File: src/rtl/dstr_pkg.sv
`timescale 1ns / 1ps
package dstr_pkg;

   // State bits: [2] row strobe active, [1] column strobe active, [0] precharge.
   // Each strobe comes straight from one flop.
   typedef enum logic [2:0] {
      ST_IDLE = 3'b000,
      ST_ROW  = 3'b100,
      ST_COL  = 3'b110,
      ST_PRE  = 3'b001
   } seq_state_e;

   localparam int STATE_RAS_BIT = 2;
   localparam int STATE_CAS_BIT = 1;

endpackage

File: src/rtl/dstr_cycle_timer.sv
`timescale 1ns / 1ps
module dstr_cycle_timer #(
   parameter int TW = 4
) (
   input  logic          clk,
   input  logic          rst_n,
   input  logic          load,
   input  logic [TW-1:0] load_val,
   output logic          last
);

   logic [TW-1:0] cnt_q;

   if (TW < 2) begin : g_bad_tw
      $error("dstr_cycle_timer: TW must be at least 2");
   end

   always_ff @(posedge clk or negedge rst_n) begin
      if (!rst_n) begin
         cnt_q <= '0;
      end else if (load) begin
         cnt_q <= load_val;
      end else if (cnt_q != '0) begin
         cnt_q <= cnt_q - TW'(1);
      end
   end

   assign last = (cnt_q == TW'(1));

endmodule

File: src/rtl/dstr_addr_mux.sv
`timescale 1ns / 1ps
module dstr_addr_mux #(
   parameter  int ROW_W  = 11,
   parameter  int COL_W  = 10,
   localparam int ADDR_W = (ROW_W > COL_W) ? ROW_W : COL_W
) (
   input  logic [ROW_W-1:0]  row,
   input  logic [COL_W-1:0]  col,
   input  logic              sel_col,
   output logic [ADDR_W-1:0] addr
);

   logic [ADDR_W-1:0] row_ext;
   logic [ADDR_W-1:0] col_ext;

   if (ROW_W < ADDR_W) begin : g_row_pad
      assign row_ext = {{(ADDR_W-ROW_W){1'b0}}, row};
   end else begin : g_row_full
      assign row_ext = row;
   end

   if (COL_W < ADDR_W) begin : g_col_pad
      assign col_ext = {{(ADDR_W-COL_W){1'b0}}, col};
   end else begin : g_col_full
      assign col_ext = col;
   end

   assign addr = sel_col ? col_ext : row_ext;

endmodule

File: src/rtl/dstr_oe_shaper.sv
`timescale 1ns / 1ps
module dstr_oe_shaper (
   input  logic clk,
   input  logic rst_n,
   input  logic oe_req,
   output logic oe_hold,
   output logic oe_n
);

   // The falling-edge copy of the request keeps the enable low for half a
   // clock after the rising-edge request drops.
   always_ff @(negedge clk or negedge rst_n) begin
      if (!rst_n) begin
         oe_hold <= 1'b0;
      end else begin
         oe_hold <= oe_req;
      end
   end

   assign oe_n = ~(oe_req | oe_hold);

endmodule

File: src/rtl/dstr_read_capture.sv
`timescale 1ns / 1ps
module dstr_read_capture #(
   parameter int DATA_W = 16
) (
   input  logic              clk,
   input  logic              rst_n,
   input  logic              fpm_cap,
   input  logic              oe_req,
   input  logic              oe_hold,
   input  logic [DATA_W-1:0] dq_in,
   output logic              rd_valid,
   output logic [DATA_W-1:0] rd_data
);

   logic [DATA_W-1:0] edo_word_q;
   logic              edo_flag_q;

   if (DATA_W < 1) begin : g_bad_dw
      $error("dstr_read_capture: DATA_W must be positive");
   end

   // Falling edge where the held enable ends: capture the word.
   always_ff @(negedge clk or negedge rst_n) begin
      if (!rst_n) begin
         edo_word_q <= '0;
         edo_flag_q <= 1'b0;
      end else if (oe_hold && !oe_req) begin
         edo_word_q <= dq_in;
         edo_flag_q <= 1'b1;
      end else begin
         edo_flag_q <= 1'b0;
      end
   end

   always_ff @(posedge clk or negedge rst_n) begin
      if (!rst_n) begin
         rd_data  <= '0;
         rd_valid <= 1'b0;
      end else if (fpm_cap) begin
         rd_data  <= dq_in;
         rd_valid <= 1'b1;
      end else if (edo_flag_q) begin
         rd_data  <= edo_word_q;
         rd_valid <= 1'b1;
      end else begin
         rd_valid <= 1'b0;
      end
   end

endmodule

File: src/rtl/dram_strobe_seq.sv
`timescale 1ns / 1ps
module dram_strobe_seq
   import dstr_pkg::*;
#(
   parameter  int ROW_W  = 11,
   parameter  int COL_W  = 10,
   parameter  int CNT_W  = 3,
   parameter  int DATA_W = 16,
   localparam int ADDR_W = (ROW_W > COL_W) ? ROW_W : COL_W
) (
   input  logic              clk,
   input  logic              rst_n,
   input  logic              req_valid,
   input  logic              req_write,
   input  logic [ROW_W-1:0]  req_row,
   input  logic [COL_W-1:0]  req_col,
   input  logic              cfg_fpm,
   input  logic [CNT_W-1:0]  cfg_ras_pre,
   input  logic [CNT_W-1:0]  cfg_cas_acc,
   input  logic              cfg_alt,
   input  logic [DATA_W-1:0] dq_in,
   output logic              ras_n,
   output logic              cas_n,
   output logic              oe_n,
   output logic [ADDR_W-1:0] dram_addr,
   output logic              rd_valid,
   output logic [DATA_W-1:0] rd_data,
   output logic              ready
);

   localparam int TW = CNT_W + 1;

   if (CNT_W < 1 || CNT_W > 8) begin : g_bad_cnt
      $error("dram_strobe_seq: CNT_W out of range 1..8");
   end
   if (ROW_W < 1 || COL_W < 1) begin : g_bad_addr
      $error("dram_strobe_seq: address widths must be positive");
   end

   function automatic logic [TW-1:0] eff_count(input logic [CNT_W-1:0] c,
                                                input logic alt);
      logic [TW-1:0] base;
      base = (c == '0) ? TW'(1) : TW'(c);
      return base + TW'(alt);
   endfunction

   seq_state_e        state_q;
   logic              wr_q;
   logic              fpm_q;
   logic [ROW_W-1:0]  row_q;
   logic [COL_W-1:0]  col_q;
   logic [TW-1:0]     cas_eff_q;
   logic [TW-1:0]     pre_eff_q;

   logic              t_load;
   logic [TW-1:0]     t_val;
   logic              t_last;
   logic              oe_req;
   logic              oe_hold;
   logic              fpm_cap;

   always_ff @(posedge clk or negedge rst_n) begin
      if (!rst_n) begin
         state_q   <= ST_IDLE;
         wr_q      <= 1'b0;
         fpm_q     <= 1'b1;
         row_q     <= '0;
         col_q     <= '0;
         cas_eff_q <= TW'(1);
         pre_eff_q <= TW'(1);
      end else begin
         case (state_q)
            ST_IDLE: begin
               if (req_valid) begin
                  state_q   <= ST_ROW;
                  wr_q      <= req_write;
                  fpm_q     <= cfg_fpm;
                  row_q     <= req_row;
                  col_q     <= req_col;
                  cas_eff_q <= eff_count(cfg_cas_acc, cfg_alt);
                  pre_eff_q <= eff_count(cfg_ras_pre, cfg_alt);
               end
            end
            ST_ROW:  state_q <= ST_COL;
            ST_COL:  if (t_last) state_q <= ST_PRE;
            ST_PRE:  if (t_last) state_q <= ST_IDLE;
            default: state_q <= ST_IDLE;
         endcase
      end
   end

   assign t_load = (state_q == ST_ROW) || ((state_q == ST_COL) && t_last);
   assign t_val  = (state_q == ST_ROW) ? cas_eff_q : pre_eff_q;

   dstr_cycle_timer #(.TW(TW)) u_timer (
      .clk      (clk),
      .rst_n    (rst_n),
      .load     (t_load),
      .load_val (t_val),
      .last     (t_last)
   );

   dstr_addr_mux #(.ROW_W(ROW_W), .COL_W(COL_W)) u_addr (
      .row     (row_q),
      .col     (col_q),
      .sel_col (state_q == ST_COL),
      .addr    (dram_addr)
   );

   assign oe_req  = (state_q == ST_COL) && !fpm_q && !wr_q;
   assign fpm_cap = (state_q == ST_COL) && t_last && fpm_q && !wr_q;

   dstr_oe_shaper u_oe (
      .clk     (clk),
      .rst_n   (rst_n),
      .oe_req  (oe_req),
      .oe_hold (oe_hold),
      .oe_n    (oe_n)
   );

   dstr_read_capture #(.DATA_W(DATA_W)) u_cap (
      .clk      (clk),
      .rst_n    (rst_n),
      .fpm_cap  (fpm_cap),
      .oe_req   (oe_req),
      .oe_hold  (oe_hold),
      .dq_in    (dq_in),
      .rd_valid (rd_valid),
      .rd_data  (rd_data)
   );

   assign ras_n = ~state_q[STATE_RAS_BIT];
   assign cas_n = ~state_q[STATE_CAS_BIT];
   assign ready = (state_q == ST_IDLE);

endmodule

File: config.mk
export PLATFORM = sky130hd
export DESIGN_NAME = dram_strobe_seq
export DESIGN_NICKNAME = d
export VERILOG_FILES = /design/src/rtl/dstr_pkg.sv /design/src/rtl/dstr_cycle_timer.sv /design/src/rtl/dstr_addr_mux.sv /design/src/rtl/dstr_oe_shaper.sv /design/src/rtl/dstr_read_capture.sv /design/src/rtl/dram_strobe_seq.sv
export SDC_FILE = /design/constraint.sdc
export NUM_CORES = 1
export LEC_CHECK = 0
export ABC_CLOCK_PERIOD_IN_PS = 4200
export BUFFER_PORTS_ARGS = -buffer_cell sky130_fd_sc_hd__buf_2
export CAP_MARGIN = 20
export CORE_ASPECT_RATIO = 1.75
export CORE_UTILIZATION = 58
export DETAILED_ROUTE_END_ITERATION = 16
export PLACE_DENSITY = 0.85
export SETUP_SLACK_MARGIN = 0.5
export SYNTH_ARGS = -nofsm -noshare
export SYNTH_HDL_FRONTEND = slang
export SYNTH_SLANG_ARGS = --single-unit
export TNS_END_PERCENT = 10
File: constraint.sdc
create_clock -name clk -period 4.2 [get_ports clk]
set_input_delay 0.21 -clock clk [delete_from_list [all_inputs] [get_ports clk]]
set_output_delay 0.21 -clock clk [all_outputs]
set_load 0.005 [all_outputs]
Word-level counts from Yosys, hierarchy flattened
Index checks and enable logic that the tools add are counted.

operators by class
  equal/unequal tests = 7
  muxes and demuxes = 15
  reductions and logical operators = 18
  bitwise logic cells = 4
  add/subtract/negate cells = 3

operators by type and width
  cell                 number
  $mux 16              2
  $mux 3               5
  $mux 4               3
  $pmux 3 s4           1
  $mux 11              1
  $logic_not 3->1      3
  $add 3x1->4          2
  $eq 3x3->1 const B   2
  $logic_and 1x1->1    6
  $ne 2x2->1 const B   3
  $eq 4x1->1 const B   1
  $reduce_bool 2->1    2
  $reduce_bool 4->1    1
  $sub 4x1->4 const B  1
  $eq 3x1->1 const B   1
  $logic_not 1->1      3
  $mux 1               3
  $not 1->1            3
  $reduce_and 3->1     1
  $reduce_and 2->1     1
  $logic_or 1x1->1     1
  $or 1x1->1           1

word-level totals
  word-level logic and storage cells = 60
  register bits = 73
  output and inout port bits = 32

Longest topological paths before layout
  depth in word-level cells = 6
  depth in mapped cells = 7

Modules after synthesis
From an unflattened synthesis, not the netlist that was laid out.

unflattened totals
  cells, all modules = 250
  area total of the unflattened synthesis = 3438.3 µm²

by module, submodules not included
  module             cells an instance  instances  area an instance (µm²)
  dram_strobe_seq    105                1          1531.5
  dstr_read_capture  107                1          1446.4
  dstr_cycle_timer   24                 1          265.3
  dstr_addr_mux      12                 1          166.4
  dstr_oe_shaper     2                  1          28.8

==> results.json <==
{
  "muxShareOfSynthArea_pct": 28.9,
  "antenna_found_initial": 0,
  "drive_gt1_share_pct": 55.0,
  "finalSetupTns_ns": 0,
  "r2r_start": "state_q[0]",
  "cap_viol_max_count": 0,
  "synth_area_leaders": "dfrtp_1 (38%), mux2_2 (22%), dfrtn_1 (13%)",
  "synthSimpleGateAreaFrac_pct": 6.20,
  "drt-wirelength-per-cell_microns": 15.6,
  "cts_tree": "done",
  "synthesis.nets": 302,
  "cts.sinks": 73,
  "critPathKind": "reg -> reg",
  "fp-row-count": 36,
  "place_congestion": 0.825,
  "worstPathRequired_ns": 2.27,
  "finalHoldViolations": 0,
  "worstHoldPathType": "in -> reg",
  "synth_commonest_cells": "mux2_2 (67), dfrtp_1 (52), dfrtn_1 (18)",
  "grt.total_usage_pct": 23.1,
  "maxSlewHeadroom_pct": 66.6,
  "crit_fanout": 11,
  "antennaDiodeCount": 0,
  "synth_fa_ha_area_share_pct": 2.55,
  "critPathArrivalTime_ns": 1.75,
  "synth_top_family_by_area": "multiplexers",
  "leakage_nw": 1.98,
  "drt_iter0_drc": 86,
  "drt-total-wl_microns": 6480,
  "vias": 2226,
  "yosysMostFrequentCell": "mux2_2",
  "synth_edf_count": 0,
  "coreArea_sq_um": 5630,
  "cts_htree_levels": 3,
  "power_density_nw_per_um2": 746,
  "start_util_pct": 60.9,
  "io_pins": 81,
  "ys_types": 38,
  "final_antenna_net_count": 0,
  "dr.pass1.iters": 4,
  "reg2reg_depth": 5,
  "final_net_count": 389,
  "r2r_slack_ns": 0.53,
  "yosys.area.top_type": "dfrtp_1",
  "timing.hold.ws_ns": 0.101,
  "cts_buffer_depth": 2,
  "ys_seq_area_share_pct": 53.4,
  "die_area_sq_um": 6240,
  "synthFlopType": "dfrtp_1",
  "outcome": "complete, no violations",
  "dieWidth_microns": 60.1,
  "cts_buffers": 9,
  "netlist_area_sq_um": 3430,
  "vdd_ir_drop_max_v": 0.000407,
  "synth_compound_area_share_pct": 4.78,
  "root_buffer": "clkbuf_8",
  "avgSynthCellArea_sq_um": 13.9,
  "critPathLaunchType": "register",
  "final-max-slew-violation-count": 0,
  "grt_overflow": 0,
  "grt_pass1_wl_microns": 10700,
  "tightest_slew_ns": 0.501,
  "fin_worst_skew_ns": 0.0144,
  "yosys_register_bits": 73,
  "drc_errors": 0,
  "syn_inst": 246,
  "die_h_microns": 104,
  "synthXorXnorAreaFrac_pct": 0.766,
  "r2r_end": "u_cap.edo_word_q[3]",
  "grt_max_degree": 41,
  "clk_latency_ns": 0.34,
  "path_clk_slew_ns": 0.07,
  "areaGrowthSynthToFinish_pct": 19.7,
  "finalSetupViolations": 0,
  "end_kind": "register",
  "hpwl_microns": 4570,
  "rsz0062_at_grt": "true",
  "grt_pass1_vias": 2313,
  "viasPerCell": 5.38,
  "synth_warnings": 0,
  "port-buffer-count": 80,
  "async_reset_ff_share_pct": 100,
  "hold_depth": 2,
  "yosys.area.top_type_share_pct": 37.9,
  "hold-path-endpoint": "col_q[0]",
  "worstHoldStart": "req_col[0]"
}
-- cells by family after synthesis --
group | Yosys count
mux | 85
flops | 73
simple gates | 29
compound gates | 26
buf+inv | 23
fa+ha+maj | 7
xor+xnor | 3
-- critical path, cell delays in order, from the launching register on --
cell and delay (ns):
dfrtp_1 0.38, nand3b_4 0.17, nor3_4 0.18, nand2b_4 0.18, buf_6 0.16, mux2_2 0.34
-- repair_timing --
action                     4_1_cts  5_1_grt
buffers inserted                 1        0
pin swaps                        0        0
hold buffers                     1        0
resized for setup                3        1
hold endpoints to repair        20        0
setup endpoints to repair       16       16
-- metal layers --
layer	routed length (microns)	GRT usage, %
met3	259	7.99
met2	3560	37.8
met5	0	0
met4	100	10.1
met1	2560	26.3
-- power by group --
group          switching (W)  internal [W]  leakage (nW)
clock network       0.000232      0.000249        0.0850
registers           0.000200       0.00108         0.868
logic               0.000530      0.000777          1.03
total               0.000962       0.00210          1.98
-- registers in the layout, summed over array words and instances, names as in the netlist, 3 cells and up --
name	cells
cas_eff_q	4
col_q	10
pre_eff_q	4
row_q	11
state_q	3
u_cap.edo_word_q	16
u_cap.rd_data	16
u_timer.cnt_q	4
-- through the flow --
stage	instances	power (W)	utilization, %	worst slack (ns)	instance area [sq um]
6_report	414	0.00306	72.9	0.525	4110
3_5_place_dp	396	0.00257	69.3	0.448	3900
2_1_floorplan	246	0.00216	-	0.459	3430
4_1_cts	414	0.00308	72.9	0.514	4110
5_1_grt	414	0.00328	72.9	0.454	4110
3_3_place_gp	396	0.00250	69.3	0.533	3900
-- worst max-delay path by stage --
stage,start,to,slack (ns)
2_1_floorplan,state_q[0],u_cap.edo_word_q[10],0.46
3_3_place_gp,state_q[0],u_cap.edo_word_q[6],0.53
3_5_place_dp,state_q[0],u_cap.edo_word_q[6],0.45
4_1_cts,state_q[2],u_cap.edo_word_q[6],0.51
5_1_grt,state_q[0],u_cap.edo_word_q[6],0.45
6_report,state_q[0],u_cap.edo_word_q[3],0.53
-- cell usage in the layout (no fill, tap or decap), types with 2 or more instances in the layout --
cell type,Yosys,layout
a211oi_1,2,2
buf_2,2,79
clkbuf_1,3,5
and2_1,2,2
clkbuf_8,0,11
mux2_4,9,9
buf_4,4,8
mux2_2,67,67
dfrtp_1,52,51
xnor2_1,3,3
or3_1,2,2
nor2_1,8,8
o21bai_1,2,2
inv_1,10,10
mux2_1,9,9
nand2b_1,4,3
dfstp_2,3,3
nand4_1,2,2
ha_1,7,7
a22oi_1,3,3
dfrtn_1,18,18
o21ai_0,5,5
a21oi_1,9,9
nand3b_4,2,2
-- area by class of cell --
class	count	area (sq um)
flip-flops and latches	73	1830
clock buffers	16	170
inverters	10	37.5
repair buffers	89	477
well taps	76	95.1
fillers	397	1520
multi-input cells	150	1500
Power figures use the tool's default switching activity.
